**src/rtl/tx_ep_pkg.sv**
```systemverilog
package tx_ep_pkg;
  typedef enum logic [1:0] {
    RESP_NONE  = 2'd0,
    RESP_DATA  = 2'd1,
    RESP_NAK   = 2'd2,
    RESP_STALL = 2'd3
  } resp_e;

  function automatic int warn_thr(input logic [1:0] lim);
    case (lim)
      2'd1:    return 4;
      2'd2:    return 8;
      2'd3:    return 16;
      default: return 0;
    endcase
  endfunction
endpackage

```
**src/rtl/tx_ep_mem.sv**
```systemverilog
module tx_ep_mem #(
  parameter int DEPTH = 64,
  parameter int DW    = 8,
  localparam int AW   = $clog2(DEPTH)
) (
  input  logic          clk_i,
  input  logic          we_i,
  input  logic [AW-1:0] waddr_i,
  input  logic [DW-1:0] wdata_i,
  input  logic [AW-1:0] raddr_i,
  output logic [DW-1:0] rdata_o
);
  logic [DW-1:0] mem_q [DEPTH];

  always_ff @(posedge clk_i) begin
    if (we_i) mem_q[waddr_i] <= wdata_i;
  end

  assign rdata_o = mem_q[raddr_i];
endmodule

```
**src/rtl/tx_ep_ptrs.sv**
```systemverilog
module tx_ep_ptrs #(
  parameter int DEPTH = 64,
  localparam int AW   = $clog2(DEPTH),
  localparam int CW   = AW + 1
) (
  input  logic          clk_i,
  input  logic          rst_ni,
  input  logic          push_i,
  input  logic          pop_i,
  input  logic          commit_i,
  input  logic          rewind_i,
  input  logic          flush_i,
  input  logic [1:0]    lim_i,
  output logic [AW-1:0] waddr_o,
  output logic [AW-1:0] raddr_o,
  output logic [CW-1:0] count_o,
  output logic          avail_o,
  output logic          full_o,
  output logic          warn_o
);
  // wp: write, bp: committed base (held for retry), sp: speculative read
  logic [CW-1:0] wp_q, bp_q, sp_q, sp_nxt;

  always_comb begin
    if (rewind_i)   sp_nxt = bp_q;
    else if (pop_i) sp_nxt = sp_q + CW'(1);
    else            sp_nxt = sp_q;
  end

  always_ff @(posedge clk_i or negedge rst_ni) begin
    if (!rst_ni) begin
      wp_q <= '0;
      bp_q <= '0;
      sp_q <= '0;
    end else if (flush_i) begin
      wp_q <= '0;
      bp_q <= '0;
      sp_q <= '0;
    end else begin
      if (push_i)   wp_q <= wp_q + CW'(1);
      if (commit_i) bp_q <= sp_nxt;
      sp_q <= sp_nxt;
    end
  end

  assign count_o = wp_q - bp_q;
  assign full_o  = (count_o == CW'(DEPTH));
  assign avail_o = (sp_q != wp_q);
  assign waddr_o = wp_q[AW-1:0];
  assign raddr_o = sp_q[AW-1:0];
  assign warn_o  = (lim_i != 2'd0) && (int'(count_o) <= tx_ep_pkg::warn_thr(lim_i));
endmodule

```
**src/rtl/tx_ep_seq.sv**
```systemverilog
module tx_ep_seq
  import tx_ep_pkg::*;
#(
  parameter int CW = 7
) (
  input  logic          clk_i,
  input  logic          rst_ni,
  input  logic          tok_i,
  input  logic          ep_en_i,
  input  logic          stall_i,
  input  logic          arm_i,
  input  logic          toggle_i,
  input  logic          flush_i,
  input  logic          ack_i,
  input  logic          err_i,
  input  logic          stat_rd_i,
  input  logic          ovf_set_i,
  input  logic [CW-1:0] count_i,
  output resp_e         resp_o,
  output logic          pid_o,
  output logic [CW-1:0] len_o,
  output logic          sending_o,
  output logic          commit_o,
  output logic          rewind_o,
  output logic          tx_en_o,
  output logic          done_o,
  output logic          nak_ev_o,
  output logic          ovf_o
);
  resp_e         resp_q;
  logic          pid_q, send_q, en_q, done_q, nak_q, ovf_q;
  logic [CW-1:0] len_q;

  assign commit_o = send_q && ack_i && !flush_i;
  assign rewind_o = send_q && err_i && !ack_i && !flush_i;

  always_ff @(posedge clk_i or negedge rst_ni) begin
    if (!rst_ni) begin
      resp_q <= RESP_NONE;
      pid_q  <= 1'b0;
      len_q  <= '0;
      send_q <= 1'b0;
      en_q   <= 1'b0;
      done_q <= 1'b0;
      nak_q  <= 1'b0;
      ovf_q  <= 1'b0;
    end else begin
      resp_q <= RESP_NONE;
      // clears first so that events in the same cycle win
      if (stat_rd_i) begin
        done_q <= 1'b0;
        nak_q  <= 1'b0;
        ovf_q  <= 1'b0;
      end
      if (ovf_set_i) ovf_q <= 1'b1;
      if (arm_i) begin
        en_q  <= 1'b1;
        pid_q <= toggle_i;
      end
      if (flush_i) begin
        send_q <= 1'b0;
      end else if (send_q) begin
        if (ack_i) begin
          send_q <= 1'b0;
          en_q   <= 1'b0;
          done_q <= 1'b1;
        end else if (err_i) begin
          send_q <= 1'b0;
        end
      end else if (tok_i && ep_en_i) begin
        if (stall_i) begin
          resp_q <= RESP_STALL;
          en_q   <= 1'b0;
          done_q <= 1'b1;
        end else if (en_q) begin
          resp_q <= RESP_DATA;
          send_q <= 1'b1;
          len_q  <= count_i;
        end else begin
          resp_q <= RESP_NAK;
          nak_q  <= 1'b1;
        end
      end
    end
  end

  assign resp_o    = resp_q;
  assign pid_o     = pid_q;
  assign len_o     = len_q;
  assign sending_o = send_q;
  assign tx_en_o   = en_q;
  assign done_o    = done_q;
  assign nak_ev_o  = nak_q;
  assign ovf_o     = ovf_q;
endmodule

```
**src/rtl/tx_ep_fifo_ctrl.sv**
```systemverilog
module tx_ep_fifo_ctrl
  import tx_ep_pkg::*;
#(
  parameter int DEPTH = 64,
  parameter int DW    = 8,
  localparam int AW   = $clog2(DEPTH),
  localparam int CW   = AW + 1
) (
  input  logic          clk_i,
  input  logic          rst_ni,
  input  logic          wr_valid_i,
  input  logic [DW-1:0] wr_data_i,
  input  logic          arm_i,
  input  logic          toggle_i,
  input  logic          flush_i,
  input  logic          stall_i,
  input  logic [1:0]    warn_lim_i,
  input  logic          ep_en_i,
  input  logic          in_tok_i,
  input  logic          rd_req_i,
  input  logic          ack_i,
  input  logic          err_i,
  input  logic          stat_rd_i,
  output logic [1:0]    resp_o,
  output logic          pid_o,
  output logic [CW-1:0] len_o,
  output logic [DW-1:0] rd_data_o,
  output logic          tx_en_o,
  output logic          done_o,
  output logic          nak_ev_o,
  output logic          ovf_o,
  output logic [CW-1:0] free_cnt_o,
  output logic          warn_o
);
  logic [AW-1:0] waddr, raddr;
  logic [CW-1:0] count;
  logic          avail, full, push, pop, ovf_set;
  logic          sending, commit, rewind;
  resp_e         resp;

  assign push    = wr_valid_i && !full && !flush_i;
  assign ovf_set = wr_valid_i && full && !flush_i;
  assign pop     = rd_req_i && sending && avail && !flush_i;

  tx_ep_mem #(.DEPTH(DEPTH), .DW(DW)) u_mem (
    .clk_i   (clk_i),
    .we_i    (push),
    .waddr_i (waddr),
    .wdata_i (wr_data_i),
    .raddr_i (raddr),
    .rdata_o (rd_data_o)
  );

  tx_ep_ptrs #(.DEPTH(DEPTH)) u_ptrs (
    .clk_i    (clk_i),
    .rst_ni   (rst_ni),
    .push_i   (push),
    .pop_i    (pop),
    .commit_i (commit),
    .rewind_i (rewind),
    .flush_i  (flush_i),
    .lim_i    (warn_lim_i),
    .waddr_o  (waddr),
    .raddr_o  (raddr),
    .count_o  (count),
    .avail_o  (avail),
    .full_o   (full),
    .warn_o   (warn_o)
  );

  tx_ep_seq #(.CW(CW)) u_seq (
    .clk_i     (clk_i),
    .rst_ni    (rst_ni),
    .tok_i     (in_tok_i),
    .ep_en_i   (ep_en_i),
    .stall_i   (stall_i),
    .arm_i     (arm_i),
    .toggle_i  (toggle_i),
    .flush_i   (flush_i),
    .ack_i     (ack_i),
    .err_i     (err_i),
    .stat_rd_i (stat_rd_i),
    .ovf_set_i (ovf_set),
    .count_i   (count),
    .resp_o    (resp),
    .pid_o     (pid_o),
    .len_o     (len_o),
    .sending_o (sending),
    .commit_o  (commit),
    .rewind_o  (rewind),
    .tx_en_o   (tx_en_o),
    .done_o    (done_o),
    .nak_ev_o  (nak_ev_o),
    .ovf_o     (ovf_o)
  );

  assign resp_o     = resp;
  assign free_cnt_o = CW'(DEPTH) - count;
endmodule

```
**config.mk**
```make
export PLATFORM = sky130hd
export DESIGN_NAME = tx_ep_fifo_ctrl
export DESIGN_NICKNAME = d
export VERILOG_FILES = /design/src/rtl/tx_ep_pkg.sv /design/src/rtl/tx_ep_mem.sv /design/src/rtl/tx_ep_ptrs.sv /design/src/rtl/tx_ep_seq.sv /design/src/rtl/tx_ep_fifo_ctrl.sv
export SDC_FILE = /design/constraint.sdc
export NUM_CORES = 1
export LEC_CHECK = 0
export ABC_AREA = 1
export BUFFER_PORTS_ARGS = -buffer_cell sky130_fd_sc_hd__buf_2
export CAP_MARGIN = 20
export CORE_MARGIN = 3
export CORE_UTILIZATION = 30
export CTS_CLUSTER_DIAMETER = 40
export CTS_CLUSTER_SIZE = 12
export DETAILED_ROUTE_END_ITERATION = 8
export GPL_TIMING_DRIVEN = 0
export PLACE_DENSITY_LB_ADDON = 0.3
export SYNTH_ARGS = -nofsm -noshare
export SYNTH_HDL_FRONTEND = slang
export SYNTH_SLANG_ARGS = --single-unit
```
**constraint.sdc**
```tcl
create_clock -name clk_i -period 3.9 [get_ports clk_i]
set_input_delay 0.195 -clock clk_i [delete_from_list [all_inputs] [get_ports clk_i]]
set_output_delay 0.195 -clock clk_i [all_outputs]
set_load 0.02 [all_outputs]
```
==> impl_metrics.ini, run 1 <==
[setup_path]
data_arrival_time_of_the_critical_path_ps = 3520
crit-reg2reg-capture = u_mem.mem_q[56][3]
setup.worst_path.start_class = flip-flop
ff2ff_path_depth = 12
crit_required_ps = 3700
worst_r2r_startpoint = u_ptrs.wp_q[0]
r2r_slack_ps = 200
crit_path_end_kind = output port
crit_fanout = 10
criticalPathCategory = reg2out

[power_and_ir_drop]
leakage_uw = 0.01058
switchingPower_uw = 3538
cellPowerDensity_nw_per_um2 = 539.7
clock_power_share_pct = 51.4
swShare_pct = 23.21
irDropWorstVdd_uv = 363.9
pwr-share-seq_pct = 42.7
power.internal_uw = 11710
combinationalPowerShare_pct = 5.9
fin_total_pwr_uw = 15240

[place]
dp_hpwl_microns = 49510
gp_congestion = 0.9415
placement.io_buffers = 52
place_ws_ps = -313.1

[floorplan]
placeableCoreArea_sq_um = 76580
die_area_sq_um = 81360
starting_density_of_the_core_pct = 30.55
fp.dieH_microns = 285.2
std_cell_rows = 101
boundaryPins = 53
die-width_microns = 285.2

[drt]
wirelength_microns = 75590
route.detailed.wl_per_inst_microns = 22.27
average_via_count_per_standard_cell = 5.032
detail_route.first_pass.iterations = 6
drt_first_iter_violations = 1958
route.antenna.remaining_nets = 0
drc = 0
routed-via-count = 17085

[hold_path]
timing.hold.worst_path_depth = 4
min_from = ack_i
worstHoldPathType = in2reg
hold_path_end = u_seq.done_o

[cts]
max_clock_buf_depth = 3
number_of_h_tree_levels = 3
clock-root-buffer = clkbuf_16
cts_setup_buffers = 0
clkTransAtPathRegs_ps = 60
clkLatencyLatePin_ps = 640
cts_inserted_buffers = 84
clock-sinks = 548
clock_tree_from_tritoncts = yes

[logic_synthesis]
synthesis.area_sq_um = 23390
synth_enable_flop_cells = 512
mappedNetlistNets = 2178
postSynthAreaPerCell_sq_um = 10.92
yosys_warns = 0
synth_flop_cell = edfxtp_1
post_synth_num_cell_types = 39
synth-seq-cells = 548
synthCells = 2143
postSynth.asyncResetShare_pct = 6.569
ys_seq_area_share_pct = 69.57

[sta]
timing.final.max_slew_violations = 0
fin_crit_ps = 3713
max_slew.worst_pin.slew_ps = 982.2
timing.slew.headroom_pct = 34.52
rsz0062_at_grt = true
final_min_period_over_clock_period_pct = 95.20
finalHoldWorstSlack_ps = 59.46
fin_skew_ps = 24.97
setup_viol_count_final = 0
timing.final.hold_violations = 0
post-route-worst-setup-slack_ps = 187.4
maxClockFrequency_mhz = 269.4

[finish]
seq_area_sq_um = 16280
finish.net_count = 2330
layout.cells.most_common_list = 558 x nand2_1, 512 x edfxtp_1, 286 x nor2_1, 191 x nand3_1, 142 x o21ai_0
drive_above_1_share_pct = 14.25
area_growth_syn_to_layout_pct = 20.75
layout.filler_cells = 7498
mostFrequentLayoutCell = nand2_1
multiInputGateArea_sq_um = 6394
n_antenna_cell = 0

[run]
timing.max_cap.violations = 0

[global_route]
grt_pass1_vias = 16394
globalRouteTotalUtil_pct = 18.25
grt_max_degree = 65
grt_pass1_wl_microns = 109400
global_route.overflow_total = 0
antenna_violations_before_repair = 0

[status]
run_status = finished clean
## worst max-delay path by stage
stage                         from            endpoint  slack, ps  cells past startpoint
floorplan           u_ptrs.wp_q[0]  u_mem.mem_q[16][0]       1040                     12
global placement    u_ptrs.wp_q[0]  u_mem.mem_q[58][4]       -280                     11
detailed placement  u_ptrs.wp_q[0]  u_mem.mem_q[59][0]       -310                     11
CTS                 u_ptrs.wp_q[0]  u_mem.mem_q[46][4]       -120                     11
global route        u_ptrs.wp_q[0]  u_mem.mem_q[56][0]        -60                     12
finish              u_ptrs.sp_q[2]        rd_data_o[2]        190                     11
## power by group through the flow
stage | logic, uW | registers, uW | clock network, uW
global route | 981 | 6500 | 8180
CTS | 903 | 6500 | 7900
finish | 907 | 6500 | 7830
global placement | 877 | 6620 | 0
detailed placement | 886 | 6620 | 0
floorplan | 451 | 6640 | 0
## cells in the mapped netlist, types with 5 or more instances
cell      instances  area share [%]
o211ai_1         24            0.77
a21oi_1          49             1.0
inv_1            86             1.4
buf_1            10            0.16
buf_4            12            0.39
nand3_1         196             4.2
nor3_1           14            0.30
buf_2            56             1.2
nor2_1          332             5.3
inv_2             5           0.080
o22ai_1          12            0.32
a21boi_0         11            0.35
dfrtp_1          36             3.9
clkbuf_1         29            0.47
ha_1             11            0.59
nand2_1         558             9.0
o21ai_0         142             3.0
nand4_1           7            0.19
edfxtp_1        512              66
xor2_1            6            0.22
## metal layers
| layer | GRT usage [%] | wire length [microns] | vias up |
|---|---|---|---|
| met1 | 24.55 | 31270 | 8382 |
| met5 | 0 | 0 | - |
| li1 | - | - | 7716 |
| met4 | 6.461 | 2504 | 0 |
| met2 | 28.73 | 34600 | 841 |
| met3 | 4.444 | 7217 | 146 |
## layout make-up
type | instances | share of cell area, %
plain buffers | 109 | 1.918
repair buffers | 66 | 1.515
clock buffers | 95 | 7.813
clock inverters | 61 | 2.680
flip-flops and latches | 548 | 57.62
well taps | 1030 | 4.562
multi-input cells | 1392 | 22.63
inverters | 94 | 1.258
## state kept, by name (all words and copies together) (netlist names)
| signal | cells |
|---|---|
| u_seq.len_o | 7 |
| u_ptrs.bp_q | 7 |
| u_mem.mem_q | 512 |
| u_seq.done_o | 1 |
| u_seq.tx_en_o | 1 |
| u_seq.nak_ev_o | 1 |
| u_seq.resp_o | 2 |
| u_seq.sending_o | 1 |
| u_seq.ovf_o | 1 |
| u_seq.pid_o | 1 |
| u_ptrs.sp_q | 7 |
| u_ptrs.wp_q | 7 |
## stage by stage
step	TNS [ps]	util, %	cell area, sq um	cells
floorplan	0	-	23390	2143
detailed placement	-38190	32.62	24980	3226
global placement	-29280	32.57	24940	3225
global route	-1126	36.89	28250	3395
CTS	-4846	36.78	28160	3395
finish	0	36.89	28250	3395
## critical path, stage by stage (launching register included)
cell	delay (ps)
dfrtp_1	400
buf_4	210
inv_2	290
buf_2	340
clkbuf_1	590
nand2_1	130
nand2_1	80
nand3_1	140
nand2_1	110
nand2_1	100
nand2_1	260
buf_2	220
## kinds of logic (layout without fill, tap and decap cells)
group | after synthesis | after routing | synth area share [%]
AOI/OAI and AO/OA | 249 | 249 | 5.873
xor gates and xnor gates | 10 | 10 | 0.3744
adders and majority gates | 12 | 12 | 0.6739
buffers and inverters | 203 | 425 | 3.824
DFF | 548 | 548 | 69.57
muxes | 2 | 2 | 0.09627
and+or+nand+nor | 1119 | 1119 | 19.59
## what timing repair did
action,in CTS,in global routing
hold buffers,13,0
endpoints found under the hold margin,51,0
resized for setup,34,28
setup endpoints to repair,232,357
Power figures use the tool's default switching activity.
==> run 2, diff against run 1 <==
--- a/config.mk
+++ b/config.mk
@@ -14,7 +14,6 @@
 export CTS_CLUSTER_SIZE = 12
 export DETAILED_ROUTE_END_ITERATION = 8
 export GPL_TIMING_DRIVEN = 0
-export PLACE_DENSITY_LB_ADDON = 0.3
 export SYNTH_ARGS = -nofsm -noshare
 export SYNTH_HDL_FRONTEND = slang
 export SYNTH_SLANG_ARGS = --single-unit
==> impl_metrics.ini, run 2 (same netlist as run 1, synthesis figures left out) <==
[status]
run_status = complete, but fails checks
violated_checks = negative setup slack

[finish]
drive_above_1_share_pct = 13.92
area_growth_syn_to_layout_pct = 20.21
postLayoutCellArea_sq_um = 28120
finish.net_count = 2330
n_antenna_cell = 0
max_reg_flops = 512
mostFrequentLayoutCell = nand2_1
regMostFlops = u_mem.mem_q
layout.cells.most_common_list = 558 x nand2_1, 512 x edfxtp_1, 288 x nor2_1, 193 x nand3_1, 142 x o21ai_0

[place]
placement.io_buffers = 52
dp_hpwl_microns = 49820
postPlaceCellArea_sq_um = 25050
gp_congestion = 0.9150

[cts]
clkLatencyLatePin_ps = 640
cts_setup_buffers = 0
clkTransAtPathRegs_ps = 60
max_clock_buf_depth = 3
number_of_h_tree_levels = 3
clock-root-buffer = clkbuf_16
clock-sinks = 548
cts_inserted_buffers = 82
clock_tree_from_tritoncts = yes

[drt]
average_via_count_per_standard_cell = 5.064
detail_route.first_pass.iterations = 6
wirelength_microns = 75120
routed-via-count = 17183
drt_first_iter_violations = 2164
route.detailed.wl_per_inst_microns = 22.14
route.antenna.remaining_nets = 0
drc = 0

[floorplan]
starting_density_of_the_core_pct = 30.55
die_area_sq_um = 81360
std_cell_rows = 101
boundaryPins = 53
placeableCoreArea_sq_um = 76580
die-width_microns = 285.2
fp.dieH_microns = 285.2

[sta]
timing.final.max_slew_violations = 0
max_slew.worst_pin.slew_ps = 1083
final_min_period_over_clock_period_pct = 101.8
post-route-worst-setup-slack_ps = -70.84
timing.slew.headroom_pct = 27.83
timing.final.hold_violations = 0
rsz0062_at_grt = true
setup_total_negative_slack_ps = -1028
setup_viol_count_final = 28
maxClockFrequency_mhz = 251.8
fin_crit_ps = 3971
fin_skew_ps = 33.73

[hold_path]
worstHoldPathType = in2reg
timing.hold.worst_path_depth = 4

[setup_path]
crit_required_ps = 4160
criticalPathCategory = reg2reg
crit_path_end_kind = flip-flop
setup.worst_path.start_class = flip-flop
crit_fanout = 8
ff2ff_path_depth = 11
data_arrival_time_of_the_critical_path_ps = 4230

[global_route]
globalRouteTotalUtil_pct = 18.14
global_route.overflow_total = 0
grt_pass1_wl_microns = 109500
antenna_violations_before_repair = 0
grt_max_degree = 65
grt_pass1_vias = 16580

[power_and_ir_drop]
leakage_uw = 0.01052
cellPowerDensity_nw_per_um2 = 528.3
irDropWorstVdd_uv = 306.3

[run]
timing.max_cap.violations = 0
run 2: critical path: stages, from the launching register on:
cell,delay [ps]
dfrtp_2,460
inv_1,240
ha_1,240
fa_1,500
ha_1,250
inv_1,70
nor2_2,50
nand3_2,120
nor2_4,50
nand3_4,110
nand3_1,630
nor2_1,870
run 2: final timing paths:
kind / endpoint / from / slack [ps]
max: u_mem.mem_q[52][5] / u_ptrs.wp_q[0] / -70
max reg2reg: u_mem.mem_q[52][5] / u_ptrs.wp_q[0] / -70
min reg2reg: u_seq.done_o / u_seq.done_o / 480
max in group asynchronous: u_ptrs.wp_q[0] / rst_ni / 3110
min in group asynchronous: u_ptrs.wp_q[1] / rst_ni / 220
min: u_seq.tx_en_o / ack_i / 70
run 2: layout make-up:
class                           count  area (sq um)
Multi-Input combinational cell   1392          6379
Tap cell                         1030          1289
Clock inverter                     54         660.6
Fill cell                        7546         48460
Buffer                            109         539.3
Inverter                           94         355.3
Sequential cell                   548         16280
Clock buffer                       98          2143
Timing Repair Buffer               68         478.0
run 2: through the flow:
stage / util (%) / std cells / setup WS, ps / hold WS [ps] / total power, uW
after floorplan: - / 2143 / 1039 / -100.6 / 7090
final: 36.72 / 3393 / -70.84 / 65.05 / 14860
after detailed placement: 32.71 / 3230 / -328.2 / 343.9 / 7503
after CTS: 36.62 / 3393 / -131.3 / 19.22 / 14920
after global routing: 36.72 / 3393 / -209.5 / 79.24 / 15260
after global placement: 32.57 / 3225 / -336.8 / 325.5 / 7485
run 2: report_power, final:
group	internal (uW)	total, uW	switching, uW
Clock	4600	7450	2840
Combinational	240	907	667
Sequential	6480	6500	25.9
Total	11300	14900	3540
run 2: what timing repair did:
| item | 4_1_cts | 5_1_grt |
|---|---|---|
| endpoints found under the hold margin | 51 | 0 |
| gates resized for setup | 30 | 24 |
| hold buffers | 11 | 0 |
| endpoints found under the setup margin | 223 | 285 |
run 2: per-layer routing:
layer  part of all wire [%]  track usage [%]  up-vias
li1                       -                -     7710
met1                     42            24.77     8494
met2                     46            29.20      830
met3                    8.6            2.990      149
met4                    3.3            6.474        0
met5                      0                0        -
